<file path="src/rtl/dpm_pkg.sv">
package dpm_pkg;

    localparam int WORD_W = 32;
    localparam int NPINS  = 16;
    localparam int BANK_W = 32;

    typedef enum logic [2:0] {
        ST_IDLE,
        ST_FETCH,
        ST_OE,
        ST_SAMPLE,
        ST_PUSH,
        ST_DONE
    } dpm_state_e;

    typedef enum logic {
        BANK_A = 1'b0,
        BANK_B = 1'b1
    } bank_e;

    typedef struct packed {
        bank_e      bank;
        logic [4:0] bit_idx;
    } pin_loc_t;

    typedef struct packed {
        logic [NPINS-1:0] level;
        logic [NPINS-1:0] dir;
    } ctrl_word_t;

    typedef struct packed {
        logic [BANK_W-1:0] oe;
        logic [BANK_W-1:0] set;
        logic [BANK_W-1:0] clr;
    } bank_drive_t;

    // Fixed logical-pin to bank-bit placement.
    function automatic pin_loc_t pin_loc(input int k);
        pin_loc_t r;
        case (k)
            0:  r = '{BANK_B, 5'd2};
            1:  r = '{BANK_B, 5'd3};
            2:  r = '{BANK_B, 5'd5};
            3:  r = '{BANK_B, 5'd4};
            4:  r = '{BANK_A, 5'd13};
            5:  r = '{BANK_A, 5'd12};
            6:  r = '{BANK_A, 5'd28};
            7:  r = '{BANK_A, 5'd18};
            8:  r = '{BANK_A, 5'd15};
            9:  r = '{BANK_A, 5'd14};
            10: r = '{BANK_A, 5'd19};
            11: r = '{BANK_B, 5'd1};
            12: r = '{BANK_B, 5'd22};
            13: r = '{BANK_B, 5'd24};
            14: r = '{BANK_B, 5'd23};
            default: r = '{BANK_B, 5'd25};
        endcase
        return r;
    endfunction

    // Bank bits touched by the map.
    function automatic logic [BANK_W-1:0] mapped_bits(input bank_e b);
        logic [BANK_W-1:0] m;
        m = '0;
        for (int k = 0; k < NPINS; k++) begin
            if (pin_loc(k).bank == b) m[pin_loc(k).bit_idx] = 1'b1;
        end
        return m;
    endfunction

endpackage

</file>
<file path="src/rtl/dpm_drive_gen.sv">
module dpm_drive_gen
    import dpm_pkg::*;
(
    input  ctrl_word_t        word,
    input  logic [BANK_W-1:0] oe_a_cur,
    input  logic [BANK_W-1:0] oe_b_cur,
    output bank_drive_t       drv_a,
    output bank_drive_t       drv_b
);

    always_comb begin
        drv_a     = '0;
        drv_b     = '0;
        drv_a.oe  = oe_a_cur;
        drv_b.oe  = oe_b_cur;
        for (int k = 0; k < NPINS; k++) begin
            if (pin_loc(k).bank == BANK_A) begin
                drv_a.oe[pin_loc(k).bit_idx] = word.dir[k];
                if (!word.dir[k]) begin
                    if (word.level[k]) drv_a.set[pin_loc(k).bit_idx] = 1'b1;
                    else               drv_a.clr[pin_loc(k).bit_idx] = 1'b1;
                end
            end else begin
                drv_b.oe[pin_loc(k).bit_idx] = word.dir[k];
                if (!word.dir[k]) begin
                    if (word.level[k]) drv_b.set[pin_loc(k).bit_idx] = 1'b1;
                    else               drv_b.clr[pin_loc(k).bit_idx] = 1'b1;
                end
            end
        end
    end

endmodule

</file>
<file path="src/rtl/dpm_in_sampler.sv">
module dpm_in_sampler
    import dpm_pkg::*;
(
    input  ctrl_word_t        word,
    input  logic [BANK_W-1:0] din_a,
    input  logic [BANK_W-1:0] din_b,
    output ctrl_word_t        word_upd
);

    for (genvar k = 0; k < NPINS; k++) begin : g_pin
        localparam pin_loc_t LOC = pin_loc(k);
        logic lvl_in;
        if (LOC.bank == BANK_A) begin : g_a
            assign lvl_in = din_a[LOC.bit_idx];
        end else begin : g_b
            assign lvl_in = din_b[LOC.bit_idx];
        end
        assign word_upd.dir[k]   = word.dir[k];
        assign word_upd.level[k] = word.dir[k] ? lvl_in : word.level[k];
    end

endmodule

</file>
<file path="src/rtl/dpm_frame_mapper.sv">
module dpm_frame_mapper
    import dpm_pkg::*;
#(
    parameter int DEPTH = 256,
    parameter int CNT_W = 8,
    localparam int IDX_W = $clog2(DEPTH),
    localparam int AW    = IDX_W + 1
) (
    input  logic              clk,
    input  logic              rst,
    input  logic              svc_req,
    input  logic              dig_en,
    input  logic [CNT_W-1:0]  txn_cnt,
    input  logic              frame_start,
    input  logic              buf_sel,
    output logic [AW-1:0]     mem_rd_addr,
    input  logic [WORD_W-1:0] mem_rd_data,
    output logic              mem_wr_en,
    output logic [AW-1:0]     mem_wr_addr,
    output logic [WORD_W-1:0] mem_wr_data,
    input  logic [BANK_W-1:0] oe_a_in,
    input  logic [BANK_W-1:0] oe_b_in,
    output logic              oe_wr,
    output logic [BANK_W-1:0] oe_a_out,
    output logic [BANK_W-1:0] oe_b_out,
    input  logic [BANK_W-1:0] din_a,
    input  logic [BANK_W-1:0] din_b,
    output logic              pin_wr,
    output logic [BANK_W-1:0] set_a,
    output logic [BANK_W-1:0] clr_a,
    output logic [BANK_W-1:0] set_b,
    output logic [BANK_W-1:0] clr_b,
    output logic              done
);

    localparam logic [BANK_W-1:0] MAP_A = mapped_bits(BANK_A);
    localparam logic [BANK_W-1:0] MAP_B = mapped_bits(BANK_B);

    dpm_state_e       state_q;
    logic [IDX_W-1:0] idx_q;
    logic             buf_q;
    ctrl_word_t       word_q;
    ctrl_word_t       word_smp;
    bank_drive_t      drv_a;
    bank_drive_t      drv_b;
    logic             event_hit;

    assign event_hit = svc_req && dig_en && (txn_cnt[1:0] == 2'b00);

    dpm_drive_gen u_drive (
        .word     (word_q),
        .oe_a_cur (oe_a_in),
        .oe_b_cur (oe_b_in),
        .drv_a    (drv_a),
        .drv_b    (drv_b)
    );

    dpm_in_sampler u_sample (
        .word     (word_q),
        .din_a    (din_a),
        .din_b    (din_b),
        .word_upd (word_smp)
    );

    always_ff @(posedge clk) begin
        if (rst) begin
            state_q <= ST_IDLE;
            idx_q   <= '0;
            buf_q   <= 1'b0;
            word_q  <= '0;
        end else begin
            case (state_q)
                ST_IDLE: begin
                    if (frame_start) begin
                        buf_q <= buf_sel;
                        idx_q <= '0;
                    end else if (event_hit) begin
                        state_q <= ST_FETCH;
                    end
                end
                ST_FETCH: begin
                    word_q  <= ctrl_word_t'(mem_rd_data);
                    state_q <= ST_OE;
                end
                ST_OE:     state_q <= ST_SAMPLE;
                ST_SAMPLE: begin
                    word_q  <= word_smp;
                    state_q <= ST_PUSH;
                end
                ST_PUSH: begin
                    idx_q   <= idx_q + 1'b1;
                    state_q <= ST_DONE;
                end
                default:   state_q <= ST_IDLE;
            endcase
        end
    end

    assign oe_wr       = (state_q == ST_OE);
    assign pin_wr      = (state_q == ST_PUSH);
    assign mem_wr_en   = pin_wr;
    assign done        = (state_q == ST_DONE);
    assign mem_rd_addr = {buf_q, idx_q};
    assign mem_wr_addr = {buf_q, idx_q};
    assign mem_wr_data = word_q;
    assign oe_a_out    = drv_a.oe;
    assign oe_b_out    = drv_b.oe;
    assign set_a       = pin_wr ? drv_a.set : '0;
    assign clr_a       = pin_wr ? drv_a.clr : '0;
    assign set_b       = pin_wr ? drv_b.set : '0;
    assign clr_b       = pin_wr ? drv_b.clr : '0;

    // a disabled request in idle keeps the block idle
    a_r2_gated_idle: assert property (@(posedge clk) disable iff (rst)
        (state_q == ST_IDLE && svc_req && !dig_en && !frame_start) |=> (state_q == ST_IDLE));

    // set and clear masks are disjoint in both banks
    a_r3_set_clr_disjoint: assert property (@(posedge clk) disable iff (rst)
        pin_wr |-> (((set_a & clr_a) == '0) && ((set_b & clr_b) == '0)));

    // unmapped enable bits pass through the read-modify-write
    a_r5_unmapped_oe: assert property (@(posedge clk) disable iff (rst)
        oe_wr |-> ((((oe_a_out ^ oe_a_in) & ~MAP_A) == '0) &&
                   (((oe_b_out ^ oe_b_in) & ~MAP_B) == '0)));

    // direction half of the written word equals the fetched one
    a_r6_dir_kept: assert property (@(posedge clk) disable iff (rst)
        mem_wr_en |-> (mem_wr_data[NPINS-1:0] == $past(mem_rd_data[NPINS-1:0], 3)));

    // enable write precedes the mask write by two cycles
    a_r8_oe_first: assert property (@(posedge clk) disable iff (rst)
        pin_wr |-> $past(oe_wr, 2));

    // done follows the word write-back
    a_r8_done_after_wr: assert property (@(posedge clk) disable iff (rst)
        mem_wr_en |=> done);

endmodule

</file>
<file path="config.mk">
export PLATFORM = sky130hd
export DESIGN_NAME = dpm_frame_mapper
export DESIGN_NICKNAME = d
export VERILOG_FILES = /design/src/rtl/dpm_pkg.sv /design/src/rtl/dpm_drive_gen.sv /design/src/rtl/dpm_in_sampler.sv /design/src/rtl/dpm_frame_mapper.sv
export SDC_FILE = /design/constraint.sdc
export NUM_CORES = 1
export LEC_CHECK = 0
export BUFFER_PORTS_ARGS = -buffer_cell sky130_fd_sc_hd__buf_4
export CORE_AREA = 10 10 157 159
export CTS_CLUSTER_SIZE = 12
export DETAILED_ROUTE_END_ITERATION = 8
export DIE_AREA = 0 0 167 169
export GPL_TIMING_DRIVEN = 0
export SLEW_MARGIN = 0
export SYNTH_ARGS = -nofsm -noshare
export SYNTH_HDL_FRONTEND = slang
export SYNTH_SLANG_ARGS = --single-unit
export TNS_END_PERCENT = 1
</file>
<file path="constraint.sdc">
create_clock -name clk -period 5.15 [get_ports clk]
set_clock_uncertainty 0.2 [all_clocks]
set_input_delay 0.515 -clock clk [delete_from_list [all_inputs] [get_ports clk]]
set_output_delay 0.515 -clock clk [all_outputs]
set_load 0.005 [all_outputs]
</file>
== Word level (Yosys, flattened, before mapping) ==
Index checks and enable logic that the tools add are counted.

* Latch bits: 0
* Input port bits: 174
* Memories kept: 0
* Register bits after elaboration: 44
* RAM bits: 0
* Output and inout bits: 246
* ROM bits: 0

* Multipliers: 0
* Equality and inequality tests: 24
* Reduce and logical (&&, ||, !) cells: 58
* Add/subtract/negate cells: 1
* Muxes and demuxes: 202
* Bitwise gates (word level): 29
* Shifts and indexed selects: 0
* Magnitude comparators: 64
* Div/mod/pow operators: 0

{| class="wikitable"
|+ Operator list
! cell !! number
|-
| 2-to-1 mux 32 bit || 36
|-
| 2-to-1 mux 64 bit || 16
|-
| bitwise OR 32 bit || 28
|-
| 2-to-1 mux 5 bit || 64
|-
| less-than comparator 5 x 6 -> 1 bit, second input constant || 32
|-
| demux 1 bit (select 5 bit) || 32
|-
| >= comparator 5 x 1 -> 1 bit, second input constant || 32
|-
| one-hot mux 32 bit (2 select lines) || 1
|-
| 2-to-1 mux 1 bit || 48
|-
| AND reduction 2 bit || 20
|-
| != test 2 bit, second input constant || 19
|-
| logical AND 1 bit || 34
|-
| one-hot mux 8 bit (2 select lines) || 1
|-
| one-hot mux 3 bit (5 select lines) || 1
|-
| adder 8 x 1 -> 8 bit, second input constant || 1
|-
| 2-to-1 mux 8 bit || 1
|-
| == test 3 x 2 -> 1 bit, second input constant || 2
|-
| == test 3 bit, second input constant || 2
|-
| 2-to-1 mux 3 bit || 2
|-
| nonzero test 2 bit || 2
|-
| == test 3 x 1 -> 1 bit, second input constant || 1
|-
| zero test 3 bit || 1
|-
| zero test 2 bit || 1
|-
| inverter 1 bit || 1
|}

== Depth between registers and ports, before layout ==
* Depth after elaboration: 33
* Depth in mapped cells: 5
* Depth with buffers taken out: 4

== By module ==
Synthesis repeated with hierarchy kept, for this count alone.

* Cell total of the unflattened synthesis: 594
* Area, all modules: 4769.6 µm²

{| class="wikitable"
|+ By module, submodules not included
! module !! area each (µm²) !! sequential area each (µm²) !! times used !! cells an instance
|-
| dpm_frame_mapper || 2944.1 || 880.8 || 1 || 369
|-
| dpm_drive_gen || 1465.2 || 0.0 || 1 || 193
|-
| dpm_in_sampler || 360.3 || 0.0 || 1 || 32
|}

== Worst setup path before layout ==
OpenSTA, ideal clock, no wires.

* Kind: register to output
* From: reg state_q[0]
* To: out set_b[4]
* Cell stages (with the launch flop): 5
* Buffers on the path: 2
* Data required time: 4435 ps
* Arrival: 1271 ps
* Setup slack: 3164 ps
* Path through: dfxtp_1 or3b_1 buf_2 clkbuf_1 nor3b_1

* Word-level cells in the longest chain between the ends: 2

{| class="wikitable"
|+ Ends and longest elaborated chain
! what !! RTL line !! RTL
|-
| start, declared || dpm_frame_mapper.sv:39 || <nowiki>dpm_state_e state_q;</nowiki>
|-
| start signal, assigned || dpm_frame_mapper.sv:67 || <nowiki>state_q <= ST_IDLE;</nowiki>
|-
| start signal, assigned || dpm_frame_mapper.sv:78 || <nowiki>state_q <= ST_FETCH;</nowiki>
|-
| start signal, assigned || dpm_frame_mapper.sv:83 || <nowiki>state_q <= ST_OE;</nowiki>
|-
| == test 3 bit || dpm_frame_mapper.sv:100 || <nowiki>assign pin_wr = (state_q == ST_PUSH);</nowiki>
|-
| 2-to-1 mux 32 bit || dpm_frame_mapper.sv:110 || <nowiki>assign set_b = pin_wr ? drv_b.set : '0;</nowiki>
|-
| end, declared || dpm_frame_mapper.sv:31 || <nowiki>output logic [BANK_W-1:0] set_b,</nowiki>
|}

Every way passes these cells.

== Final worst setup path ==
* From: reg state_q[0]
* To: out clr_b[24]

* Word-level cells in the longest chain between the ends: 2

{| class="wikitable"
|+ Ends and longest elaborated chain
! what !! RTL line !! RTL
|-
| == test 3 bit || dpm_frame_mapper.sv:100 ||
|-
| 2-to-1 mux 32 bit || dpm_frame_mapper.sv:111 || <nowiki>assign clr_b = pin_wr ? drv_b.clr : '0;</nowiki>
|-
| end, declared || dpm_frame_mapper.sv:32 || <nowiki>output logic [BANK_W-1:0] clr_b,</nowiki>
|}

Every way passes these cells.

==> run_results.csv <==
group,metric,value,unit
critical_path,rrSetupSlack,3.05,ns
cts,cts_tree,"yes",
detailed_routing,via_per_inst,3.54,
run,maxCapViolations,0,
critical_path,r2r-start,"state_q[0]$_SDFFE_PP0P_",
pwr,p_leak,3.12,nW
detailed_routing,antenna_left,0,
synth,synth_area,0.00352,mm²
synth,synth_top_area_cell,"buf_4",
timing,min_period,2.89,ns
synth,netlist_instances,438,
cts,cts_root_buf,"clkbuf_16",
timing,finalCritPeriodShare,56.1,%
synth,yosysWarningCount,0,
synth,yosys_most_used_dff,"dfxtp_1",
global_routing,grt_max_degree,15,
synth,yosysMostFrequentCell,"buf_4",
final_layout,drive_gt1_share,52.6,%
die,io_pins,420,
pwr,total_power,0.928,mW
critical_path,crit_fanout,10,
min_path,worstHoldPathType,"in -> reg",
synth,synth-seq-cells,44,
timing,hold_violations,0,
synth,netlist_top_cells_area,"buf_4 (36%), dfxtp_1 (25%), mux2i_1 (5.1%), a21oi_1 (5.0%), a311oi_1 (4.2%)",
global_routing,grt_usage,11.2,%
cts,clock_sinks,44,
critical_path,start_kind,"flop",
timing,rsz0062_at_grt,"no",
global_routing,grt_pass1_vias,3918,
detailed_routing,drc,0,
cts,cts_buffers,5,
timing,tightestPinTransition,0.891,ns
synth,ys_seq_area_share,25.0,%
cts,insertion_delay,0.29,ns
global_routing,grt_pass1_wl,24900,µm
place,place.gp.congestion,0.732,
cts,clk_pin_slew_worst_paths,0.07,ns
timing,setup-tns-final,0,ns
min_path,min_to,"mem_wr_data[13]$_SDFFE_PP0P_",
cts,htree_levels,2,
critical_path,r2r-end,"mem_wr_data[11]$_SDFFE_PP0P_",
critical_path,crit_chain,"or3b_1, buf_2, clkbuf_1, nor3_1, buf_4",
critical_path,slowest_stage,"nor3_1",
critical_path,r2r_cells,5,
die,core_area,0.0216,mm²
die,rows,54,
cts,cts_setup_buffers,0,
synth,synth_commonest_cells,"buf_4 (171), dfxtp_1 (44), nand2_1 (37)",
timing,fmax,346,MHz
place,dpl.hpwl,14400,µm
timing,hold_ws,0.265,ns
die,fp.dieH,169,µm
critical_path,cpPeakStageDelay,0.40,ns
pwr,peakVddDrop,0.122,mV
global_routing,antenna_found_initial,0,
timing,finalSetupViolCount,0,
synth,synth_edf_count,0,
cts,clk_path_buf_depth,2,
global_routing,overflow,0,
critical_path,required,4.43,ns
final_layout,nets,919,
synth,yosysTopAreaCellShare,36.5,%
status,outcome,"completed",
critical_path,critical_path_class,"reg -> out",
synth,synth.avg_cell_area,8.03,µm²
min_path,worst_hold_path.num_cells,3,
critical_path,endpoint_kind,"output pin",
critical_path,cp.arrival,2.17,ns
synth,async_flop_share,0,%
cts,postCtsHoldBufs,0,
detailed_routing,avgRoutedWirePerCell,16.6,µm
timing,slew_viol_final,0,
detailed_routing,first_pass_iters,6,
place,portBuffers,204,
pwr,powerDensity,157,mW/mm²
die,fp.dieW,167,µm
detailed_routing,num_vias,3633,
die,floorplan.initialDensity,16.3,%
min_path,min_from,"mem_rd_data[13]",
cts,ctsResizeCount,0,
final_layout,n_antenna_cell,0,
detailed_routing,wl,17100,µm
die,die-area,0.0282,mm²
timing,slew_headroom,40.6,%
synth,yosysUniqueCellTypes,39,
detailed_routing,drt_iter0_markers,129,
final_layout,syn_to_final_growth,67.7,%
## worst max path at each step
stage / from / end
floorplan: state_q[0]$_SDFFE_PP0P_ / set_b[4]
global placement: state_q[0]$_SDFFE_PP0P_ / clr_b[24]
detailed placement: state_q[0]$_SDFFE_PP0P_ / clr_b[24]
CTS: state_q[0]$_SDFFE_PP0P_ / clr_b[24]
global route: state_q[0]$_SDFFE_PP0P_ / clr_b[24]
finish: state_q[0]$_SDFFE_PP0P_ / clr_b[24]
## state kept, by name (all words and copies together), names as in the netlist
register / cells
buf_q: 1
idx_q: 8
mem_wr_data: 32
state_q: 3
## area by class of cell
| type | count | area, µm² |
|---|---|---|
| fill | 2377 | 15700 |
| sequential | 44 | 881 |
| clock buffer | 6 | 129 |
| buffer | 194 | 1380 |
| multi-input combinational | 293 | 1610 |
| tap | 280 | 350 |
| clock inverter | 2 | 16.3 |
| inverter | 2 | 7.51 |
| timing repair buffer | 204 | 1530 |
## per-layer routing
| metal | share of wire [%] | vias to the layer above | global-route usage (%) |
|---|---|---|---|
| li1 | - | 1840 | - |
| met1 | 38 | 1603 | 12.2 |
| met2 | 51 | 183 | 20.1 |
| met3 | 9.5 | 7 | 4.52 |
| met4 | 0.94 | 0 | 2.37 |
| met5 | 0 | - | 0 |
## layout by cell type (no fill, tap or decap), types with 5 or more instances in the layout
master,netlist,routed
buf_4,171,375
conb_1,1,96
dfxtp_1,44,44
nand2_1,37,37
a21oi_1,35,35
nor3_1,19,19
mux2i_1,18,18
clkbuf_1,16,17
nor3b_1,17,17
a311oi_1,17,17
nand2b_1,16,16
buf_2,6,6
clkbuf_16,0,5
## logic make-up (layout without fill, tap and decap cells)
family,count (synthesis),in the layout,synth area share (%)
and+or+nand+nor,113,113,18.0
muxes,18,18,5.12
AOI/OAI and AO/OA,63,63,11.6
xor gates and xnor gates,2,2,0.498
DFF,44,44,25.0
buffers and inverters,196,408,39.4
adders and majority gates,1,1,0.356
other,1,96,0.107
## critical path: cells and delay by family, from the launching register on
family,cells,cell delay (ns)
buffers and inverters,3,0.74
DFF,1,0.36
and+or+nand+nor,2,0.77
## through the flow
stage / std cells / cell area, µm² / util, % / setup slack, ns
floorplan: 533 / 3870 / - / 3.16
global placement: 1017 / 5760 / 26.7 / 2.48
detailed placement: 1017 / 5760 / 26.7 / 2.51
CTS: 1025 / 5900 / 27.4 / 2.19
global route: 1025 / 5900 / 27.4 / 2.12
finish: 1025 / 5900 / 27.4 / 2.26
## power by group
| group | internal (mW) | switching [mW] | total, mW |
|---|---|---|---|
| Combinational | 0.149 | 0.0896 | 0.239 |
| Sequential | 0.348 | 0.0113 | 0.359 |
| Clock | 0.181 | 0.149 | 0.330 |
| Total | 0.679 | 0.249 | 0.928 |
No activity file was read; power rests on OpenSTA's default activity.
